### src/rtl/gs_pwm_pkg.sv
// Package for the grayscale PWM period sequencer.
// It holds the event type that the period controller decodes once per cycle.
package gs_pwm_pkg;

    // One action per clock edge, listed here in priority order.
    typedef enum logic [2:0] {
        EV_HOLD    = 3'd0,  // no change
        EV_BLANK   = 3'd1,  // blank forces idle and re-arms
        EV_RESTART = 3'd2,  // latch pulse in timing-reset mode
        EV_START   = 3'd3,  // first period after blank release
        EV_STEP    = 3'd4,  // advance one grayscale clock
        EV_WRAP    = 3'd5,  // last clock done, repeat on
        EV_STOP    = 3'd6   // last clock done, repeat off
    } seq_evt_e;

endpackage

### src/rtl/gs_period_ctrl.sv
// Period controller.
// It keeps the period counter (phase = clock number - 1), the running flag
// and the armed flag. The armed flag records that a blank has been seen since
// the last period start. Assumes gsclk_en is one system-clock wide per
// grayscale clock.
module gs_period_ctrl
    import gs_pwm_pkg::*;
#(
    parameter int GS_W = 16
) (
    input  logic            clk,
    input  logic            rst_n,
    input  logic            gsclk_en,
    input  logic            blank,
    input  logic            repeat_en,
    input  logic            tmreset_en,
    input  logic            latch_pulse,
    output logic            active,
    output logic [GS_W-1:0] phase,
    output logic            load_gs
);

    localparam logic [GS_W-1:0] PH_LAST = '1;

    seq_evt_e evt;
    logic     armed;

    // Pick this cycle's action by priority.
    always_comb begin
        if (blank)                              evt = EV_BLANK;
        else if (tmreset_en && latch_pulse)     evt = EV_RESTART;
        else if (!active && armed)              evt = EV_START;
        else if (active && gsclk_en) begin
            if (phase != PH_LAST)               evt = EV_STEP;
            else if (repeat_en)                 evt = EV_WRAP;
            else                                evt = EV_STOP;
        end
        else                                    evt = EV_HOLD;
    end

    // Capture grayscale codes whenever a period starts.
    assign load_gs = (evt == EV_RESTART) || (evt == EV_START) || (evt == EV_WRAP);

    // Update the counter and the flags.
    always_ff @(posedge clk) begin
        if (!rst_n) begin
            active <= 1'b0;
            armed  <= 1'b1;
            phase  <= '0;
        end else begin
            unique case (evt)
                EV_BLANK: begin
                    active <= 1'b0;
                    armed  <= 1'b1;
                    phase  <= '0;
                end
                EV_RESTART, EV_START: begin
                    active <= 1'b1;
                    armed  <= 1'b0;
                    phase  <= '0;
                end
                EV_STEP:  phase <= phase + 1'b1;
                EV_WRAP:  phase <= '0;
                EV_STOP: begin
                    active <= 1'b0;
                    phase  <= '0;
                end
                default: ;
            endcase
        end
    end

endmodule

### src/rtl/gs_chan_cmp.sv
// Per-channel grayscale comparator.
// It holds a shadow copy of the channel code, loaded at each period start.
// The output is on while the period runs and phase < code, which means
// clock number <= code. Assumes phase counts from 0.
module gs_chan_cmp #(
    parameter int GS_W = 16
) (
    input  logic            clk,
    input  logic            rst_n,
    input  logic            load,
    input  logic [GS_W-1:0] gs_in,
    input  logic            active,
    input  logic [GS_W-1:0] phase,
    output logic            on
);

    logic [GS_W-1:0] shadow;

    // Hold the code steady for the whole period.
    always_ff @(posedge clk) begin
        if (!rst_n)    shadow <= '0;
        else if (load) shadow <= gs_in;
    end

    // Drive on for clocks 1..code of a running period.
    assign on = active && (phase < shadow);

endmodule

### src/rtl/gs_pwm_sequencer.sv
// Top of the grayscale PWM period sequencer.
// One period controller feeds NUM_CH channel comparators. Assumes gs_data is
// packed with channel i at [i*GS_W +: GS_W].
module gs_pwm_sequencer #(
    parameter int NUM_CH = 4,
    parameter int GS_W   = 16
) (
    input  logic                   clk,
    input  logic                   rst_n,
    input  logic                   gsclk_en,
    input  logic                   blank,
    input  logic                   repeat_en,
    input  logic                   tmreset_en,
    input  logic                   latch_pulse,
    input  logic [NUM_CH*GS_W-1:0] gs_data,
    output logic [NUM_CH-1:0]      pwm_out,
    output logic                   period_active
);

    logic [GS_W-1:0] phase_q;
    logic            load_gs;

    gs_period_ctrl #(.GS_W(GS_W)) u_ctrl (
        .clk         (clk),
        .rst_n       (rst_n),
        .gsclk_en    (gsclk_en),
        .blank       (blank),
        .repeat_en   (repeat_en),
        .tmreset_en  (tmreset_en),
        .latch_pulse (latch_pulse),
        .active      (period_active),
        .phase       (phase_q),
        .load_gs     (load_gs)
    );

    // Create one comparator for each channel.
    for (genvar ch = 0; ch < NUM_CH; ch++) begin : g_ch
        gs_chan_cmp #(.GS_W(GS_W)) u_cmp (
            .clk    (clk),
            .rst_n  (rst_n),
            .load   (load_gs),
            .gs_in  (gs_data[ch*GS_W +: GS_W]),
            .active (period_active),
            .phase  (phase_q),
            .on     (pwm_out[ch])
        );
    end

endmodule

### config.mk
export PLATFORM = sky130hd
export DESIGN_NAME = gs_pwm_sequencer
export DESIGN_NICKNAME = d
export VERILOG_FILES = /design/src/rtl/gs_pwm_pkg.sv /design/src/rtl/gs_period_ctrl.sv /design/src/rtl/gs_chan_cmp.sv /design/src/rtl/gs_pwm_sequencer.sv
export SDC_FILE = /design/constraint.sdc
export NUM_CORES = 1
export LEC_CHECK = 0
export BUFFER_PORTS_ARGS = -buffer_cell sky130_fd_sc_hd__buf_2
export CAP_MARGIN = 15
export CORE_ASPECT_RATIO = 0.5
export CORE_MARGIN = 10
export CORE_UTILIZATION = 55
export CTS_CLUSTER_SIZE = 12
export DETAILED_ROUTE_END_ITERATION = 16
export PLACE_DENSITY = 0.75
export SYNTH_ARGS = -nofsm -noshare
export SYNTH_HDL_FRONTEND = slang
export SYNTH_HIERARCHICAL = 1
export SYNTH_SLANG_ARGS = --single-unit
### constraint.sdc
create_clock -name clk -period 4.7 [get_ports clk]
set_input_delay 0.94 -clock clk [delete_from_list [all_inputs] [get_ports clk]]
set_output_delay 0.94 -clock clk [all_outputs]
set_load 0.05 [all_outputs]
# Yosys cells after proc, flatten, opt, wreduce, memory -nomap -nowiden
# Index checks and enable logic that the tools add are counted.
[op_classes] shifts=0 add_sub_neg=1 n_lt_le_gt_ge=4 eq_ne=7 n_mul=0 n_bitwise=0 div_mod_pow=0 n_reduce_logical=16 muxes=9
[ops] operator="< comparator 16 bit" n=4
[ops] operator="case mux 16 bit (2 select lines)" n=1
[ops] operator="adder 16 x 1 -> 16 bit, second input constant" n=1
[ops] operator="!= test 16 bit, second input constant" n=1
[ops] operator="2-to-1 mux 3 bit" n=5
[ops] operator="equality test 3 bit, second input constant" n=3
[ops] operator="logical AND 1 bit" n=7
[ops] operator="equality test 3 x 2 -> 1 bit, second input constant" n=2
[ops] operator="nonzero test 2 bit" n=3
[ops] operator="OR reduction 5 bit" n=1
[ops] operator="case mux 1 bit (2 select lines)" n=2
[ops] operator="OR reduction 2 bit" n=2
[ops] operator="equality test 3 x 1 -> 1 bit, second input constant" n=1
[ops] operator="logical OR 1 bit" n=2
[ops] operator="2-to-1 mux 2 bit" n=1
[ops] operator="zero test 1 bit" n=1
[word_totals] rom_bits=0 latch_bits=0 ramBits=0 elab_cells=44 register_bits=82 memories=0

# Longest topological paths before layout
[depth] ltp_word=9 mapped_depth=9 depth_no_buf=7

# By module
# Netlist, hierarchy kept.
[by_module_without_submodules] mod="gs_chan_cmp" n_inst=4 area_per_inst_um2=975.9 cells_per_inst=103
[by_module_without_submodules] mod="gs_period_ctrl" n_inst=1 area_per_inst_um2=957.2 cells_per_inst=114

# Worst setup path after synthesis
# No wires, ideal clock.
[synth_timing] kind="reg-to-output" start="register u_ctrl.phase[7]" end="output pwm_out[2]" required_ns=3.760 t_arrival_ns=1.640 slack_ns=2.120 path_stages_with_launch=6 n_path_buf=0 path_cell_list="dfxtp_1 ha_1 and4_1 o21ai_1 or4_1 o2111a_1"
[synth_via] elab_chain_len=2
[synth_lines] item="start, declared" line_no="gs_period_ctrl.sv:19" source="output logic [GS_W-1:0] phase,"
[synth_lines] item="start signal, assigned" line_no="gs_period_ctrl.sv:62" source="EV_STEP: phase <= phase + 1'b1;"
[synth_lines] item="< comparator 16 bit" line_no="gs_chan_cmp.sv:26" source="assign on = active && (phase < shadow);"
[synth_lines] item="logical AND 1 bit" line_no="gs_chan_cmp.sv:26"
[synth_lines] item="end, declared" line_no="gs_pwm_sequencer.sv:16" source="output logic [NUM_CH-1:0] pwm_out,"
# Every way passes these cells.

# Worst setup path after layout
[layout_timing] start="register u_ctrl.phase[5]" end="output pwm_out[2]"
# Same word-level chain as after synthesis.

==> flow_summary.rst <==
.. list-table::
   :header-rows: 1

   * - Metric
     - Value
   * - Post-synthesis net count
     - 658
   * - Per-cell via count in the routed design
     - about 5.4
   * - Status
     - completed
   * - Setup_tns
     - 0 ns
   * - Detailed-router iteration count before antenna repair
     - 4
   * - Area growth syn-to-layout
     - 15.42%
   * - Setup repair after global routing missed its margin
     - no
   * - Largest stage delay on the critical path
     - around 0.60 ns
   * - Busiest grt layer
     - met2
   * - Wire length of the first global-routing pass
     - approximately 19000 um
   * - Pre-CTS worst setup slack
     - 1.865 ns
   * - Area of the core
     - ~8600 um2
   * - Asr flop ratio synth
     - 0
   * - Highest fanout seen on the critical path
     - 10
   * - Number of synthesis warnings
     - 6
   * - Number of cells traversed by the worst hold path
     - 2
   * - EDFF count, synth
     - 0
   * - Number of top-level pins
     - 76
   * - Area of the mapped netlist
     - roughly 4900 um2
   * - Pin count of the biggest net entering global routing
     - ~70
   * - Launch instance of the worst min-delay path
     - g_ch[3].u_cmp/shadow[2]
   * - Fraction of layout cells with a size suffix above 1
     - 0.1611
   * - Worst min-delay path class
     - register to register
   * - Remaining routing DRC violations
     - 0
   * - Fin crit share
     - 0.6771
   * - Reg2Reg Depth
     - 8
   * - Clock slew seen by the registers of the worst setup and hold paths
     - approximately 0.060 ns
   * - Min Clock Period, post-route
     - roughly 3.2 ns
   * - CP required
     - 3.76 ns
   * - Total design power
     - 0.001679 W
   * - Number of CTS-inserted buffers
     - 9
   * - Number of global-route vias before repair
     - around 4000
   * - Worst reg2reg startpoint
     - u_ctrl/phase[0]
   * - Number of buffers inserted for hold repair after clock tree synthesis
     - 0
   * - Initial core utilization
     - 0.5621
   * - Critical path start-end classification
     - register to output pin
   * - Setup skew after layout
     - approximately 0.0029 ns
   * - Largest vdd supply drop
     - between 0.2 and 0.25 mV
   * - Most common cell after layout, fill and taps aside
     - sky130_fd_sc_hd__dfxtp_1
   * - Detailed-route via count
     - between 3000 and 4000
   * - Fill cells
     - around 750
   * - Final Util
     - 0.6487
   * - Depth of the CTS H-tree
     - 3
   * - Critical-path cell list
     - ha_1 > and4_1 > o21ai_1 > or4_1 > o2111a_1 > buf_2
   * - Reg2reg end
     - g_ch[3].u_cmp/shadow[6]
   * - Mean area per synthesized cell
     - approximately 9 um2
   * - Area taken by multi-input logic gates
     - between 2000 and 3000 um2
   * - Synthesized flop and latch total
     - between 80 and 90
   * - Full die area
     - between 10000 and 15000 um2
   * - Global Route Usage Sum
     - 0.1699
   * - Gates resized, CTS repair
     - 0
   * - Sequential area share after synthesis
     - 0.3377
   * - M1 GR Usage
     - 0.2214
   * - Max Root-Sink Buffers
     - 2
   * - Area taken by flip-flops and latches
     - 1642 um2
   * - Horizontal die dimension
     - approximately 150 um
   * - Worst Setup End Kind
     - output pin
   * - Commonest cells after routing, fill and taps aside
     - sky130_fd_sc_hd__dfxtp_1, sky130_fd_sc_hd__buf_2, sky130_fd_sc_hd__nor2b_1
   * - Latest clock arrival within the worst-skew pair
     - 0.33 ns
   * - Total congestion overflow
     - 0
   * - Global Route met3 Usage
     - 0.04993
   * - Signal arrival time at the worst endpoint
     - 2.24 ns
   * - Global placer's final weighted congestion
     - 0.7973
   * - Setup slack of the critical path after layout
     - 1.518 ns
   * - CP max-delay cell
     - sky130_fd_sc_hd__dfxtp_1
   * - Yosys cell types
     - 37
   * - Sink count of the clock tree
     - 82
   * - Instance count of the mapped netlist
     - around 530
   * - Startpoint type of the worst setup path
     - register
   * - Total inserted antenna cells
     - 0
   * - Max-capacitance violation count
     - 0
   * - Flop-to-flop setup slack
     - between 1.5 and 2 ns
   * - Initial antenna violation count
     - 0
   * - Drt total wl
     - roughly 11000 um
   * - Setup repair bufs after CTS
     - 0
   * - Number of nets in the final layout
     - 730
   * - Top FF cell, synth
     - sky130_fd_sc_hd__dfxtp_1
   * - Floorplan die height
     - between 80 and 90 um
   * - Number of max-slew violations in the final report
     - 0
   * - Leak pwr
     - approximately 2.3 nW
   * - CTS root buffer
     - sky130_fd_sc_hd__clkbuf_16
   * - Final Hold Fails
     - 0
   * - Detail Placement HPWL
     - 7952 um
   * - Number of input and output port buffers inserted
     - 75
   * - Power density over cell area
     - about 300 nW/um2
   * - Met2 Track Usage GR
     - 0.2712
   * - CTS tree
     - done
   * - Tightest slew margin relative to the limit
     - 0.5231
   * - FMAX
     - between 300 and 400 MHz
   * - Remaining antenna violation count
     - 0
   * - Final number of setup-violating endpoints
     - 0
   * - Detailed-route wire length per cell
     - approximately 15 um
   * - Hold-critical path endpoint
     - g_ch[3].u_cmp/shadow[2]
   * - Row Count
     - 24
   * - Iter 0 DRT Violations
     - between 150 and 200
   * - Slew at the pin closest to its max-slew limit
     - a little over 0.7 ns
-- worst max-delay path, delay by kind of cell, from the launching register on --
kind	cells	cell delay [ns]
adder cells (fa/ha/maj)	1	0.23
AND/OR/NAND/NOR	2	0.66
flip-flops	1	0.60
buffers and inverters	1	0.22
AO/OA/AOI/OAI	2	0.20
-- stage by stage --
stage	std cells	hold WS, ns	cell area, um2
after detailed placement	703	0.4927	5313
after CTS	718	0.5181	5599
after global routing	719	0.5437	5610
final	719	0.5179	5610
after global placement	703	0.4963	5313
after floorplan	526	0.4756	4861
-- flip-flops by register name, indices dropped and copies added (netlist names) --
register,count
u_ctrl/active,1
g_ch.u_cmp/shadow,64
u_ctrl/armed,1
u_ctrl/phase,16
-- power breakdown --
part           switching, W  leakage (nW)  internal, W  total (W)
combinational      0.000123          1.50     0.000119   0.000242
sequential        0.0000229         0.671     0.000733   0.000756
clock              0.000259         0.142     0.000421   0.000680
-- cells in the mapped netlist, types with 2 or more instances --
cell type / instances / share of area
sky130_fd_sc_hd__o2111a_1: 4 / 0.0093
sky130_fd_sc_hd__a2111oi_0: 4 / 0.0072
sky130_fd_sc_hd__clkbuf_1: 5 / 0.0039
sky130_fd_sc_hd__or4_1: 12 / 0.019
sky130_fd_sc_hd__buf_4: 6 / 0.0093
sky130_fd_sc_hd__inv_1: 62 / 0.048
sky130_fd_sc_hd__mux2i_1: 64 / 0.13
sky130_fd_sc_hd__nor3_1: 2 / 0.0021
sky130_fd_sc_hd__or3_1: 5 / 0.0064
sky130_fd_sc_hd__o21ai_0: 19 / 0.020
sky130_fd_sc_hd__and4_1: 11 / 0.020
sky130_fd_sc_hd__o21ai_1: 4 / 0.0041
sky130_fd_sc_hd__a21boi_0: 2 / 0.0031
sky130_fd_sc_hd__dfxtp_1: 82 / 0.34
sky130_fd_sc_hd__ha_1: 61 / 0.16
sky130_fd_sc_hd__buf_2: 6 / 0.0062
sky130_fd_sc_hd__nor2b_1: 72 / 0.093
sky130_fd_sc_hd__o31ai_1: 13 / 0.020
sky130_fd_sc_hd__and2_1: 2 / 0.0026
sky130_fd_sc_hd__a211oi_1: 2 / 0.0031
sky130_fd_sc_hd__nand4_1: 9 / 0.012
sky130_fd_sc_hd__nor2_1: 4 / 0.0031
sky130_fd_sc_hd__nand3_1: 7 / 0.0072
sky130_fd_sc_hd__nand2_1: 15 / 0.012
sky130_fd_sc_hd__nand2b_1: 5 / 0.0064
sky130_fd_sc_hd__a21oi_1: 37 / 0.038
-- worst max-delay path by stage --
stage                     slack, ns                      end  depth (start not counted)             from
after global placement         1.89               pwm_out[2]                          6  u_ctrl/phase[5]
final                          1.52               pwm_out[2]                          6  u_ctrl/phase[5]
after floorplan                2.12               pwm_out[2]                          5  u_ctrl/phase[7]
after global routing           1.41               pwm_out[3]                          6  u_ctrl/phase[6]
after CTS                      1.51               pwm_out[2]                          6  u_ctrl/phase[4]
after detailed placement       1.87  g_ch[3].u_cmp/shadow[6]                          8  u_ctrl/phase[0]
-- routing by layer --
layer,wire length [um],vias up
met3,820,4
met4,57,0
met1,5348,1771
li1,-,2007
met2,4886,118
met5,0,-
-- logic make-up after synthesis --
| kind of cell | share of synthesized area |
|---|---|
| compound gates | 0.1133 |
| mux | 0.1318 |
| simple gates | 0.1889 |
| flops | 0.3377 |
| buf+inv | 0.06950 |
| fa+ha+maj | 0.1570 |
| xor+xnor | 0.001802 |
-- area by class of cell --
class,count,share of cell area
flip-flops and latches,82,0.2926
repair buffers,79,0.07293
inverters,62,0.04148
clock inverters,3,0.007136
clock buffers,12,0.04393
well taps,117,0.02609
multi-input cells,364,0.5158
Power figures use the tool's default switching activity.
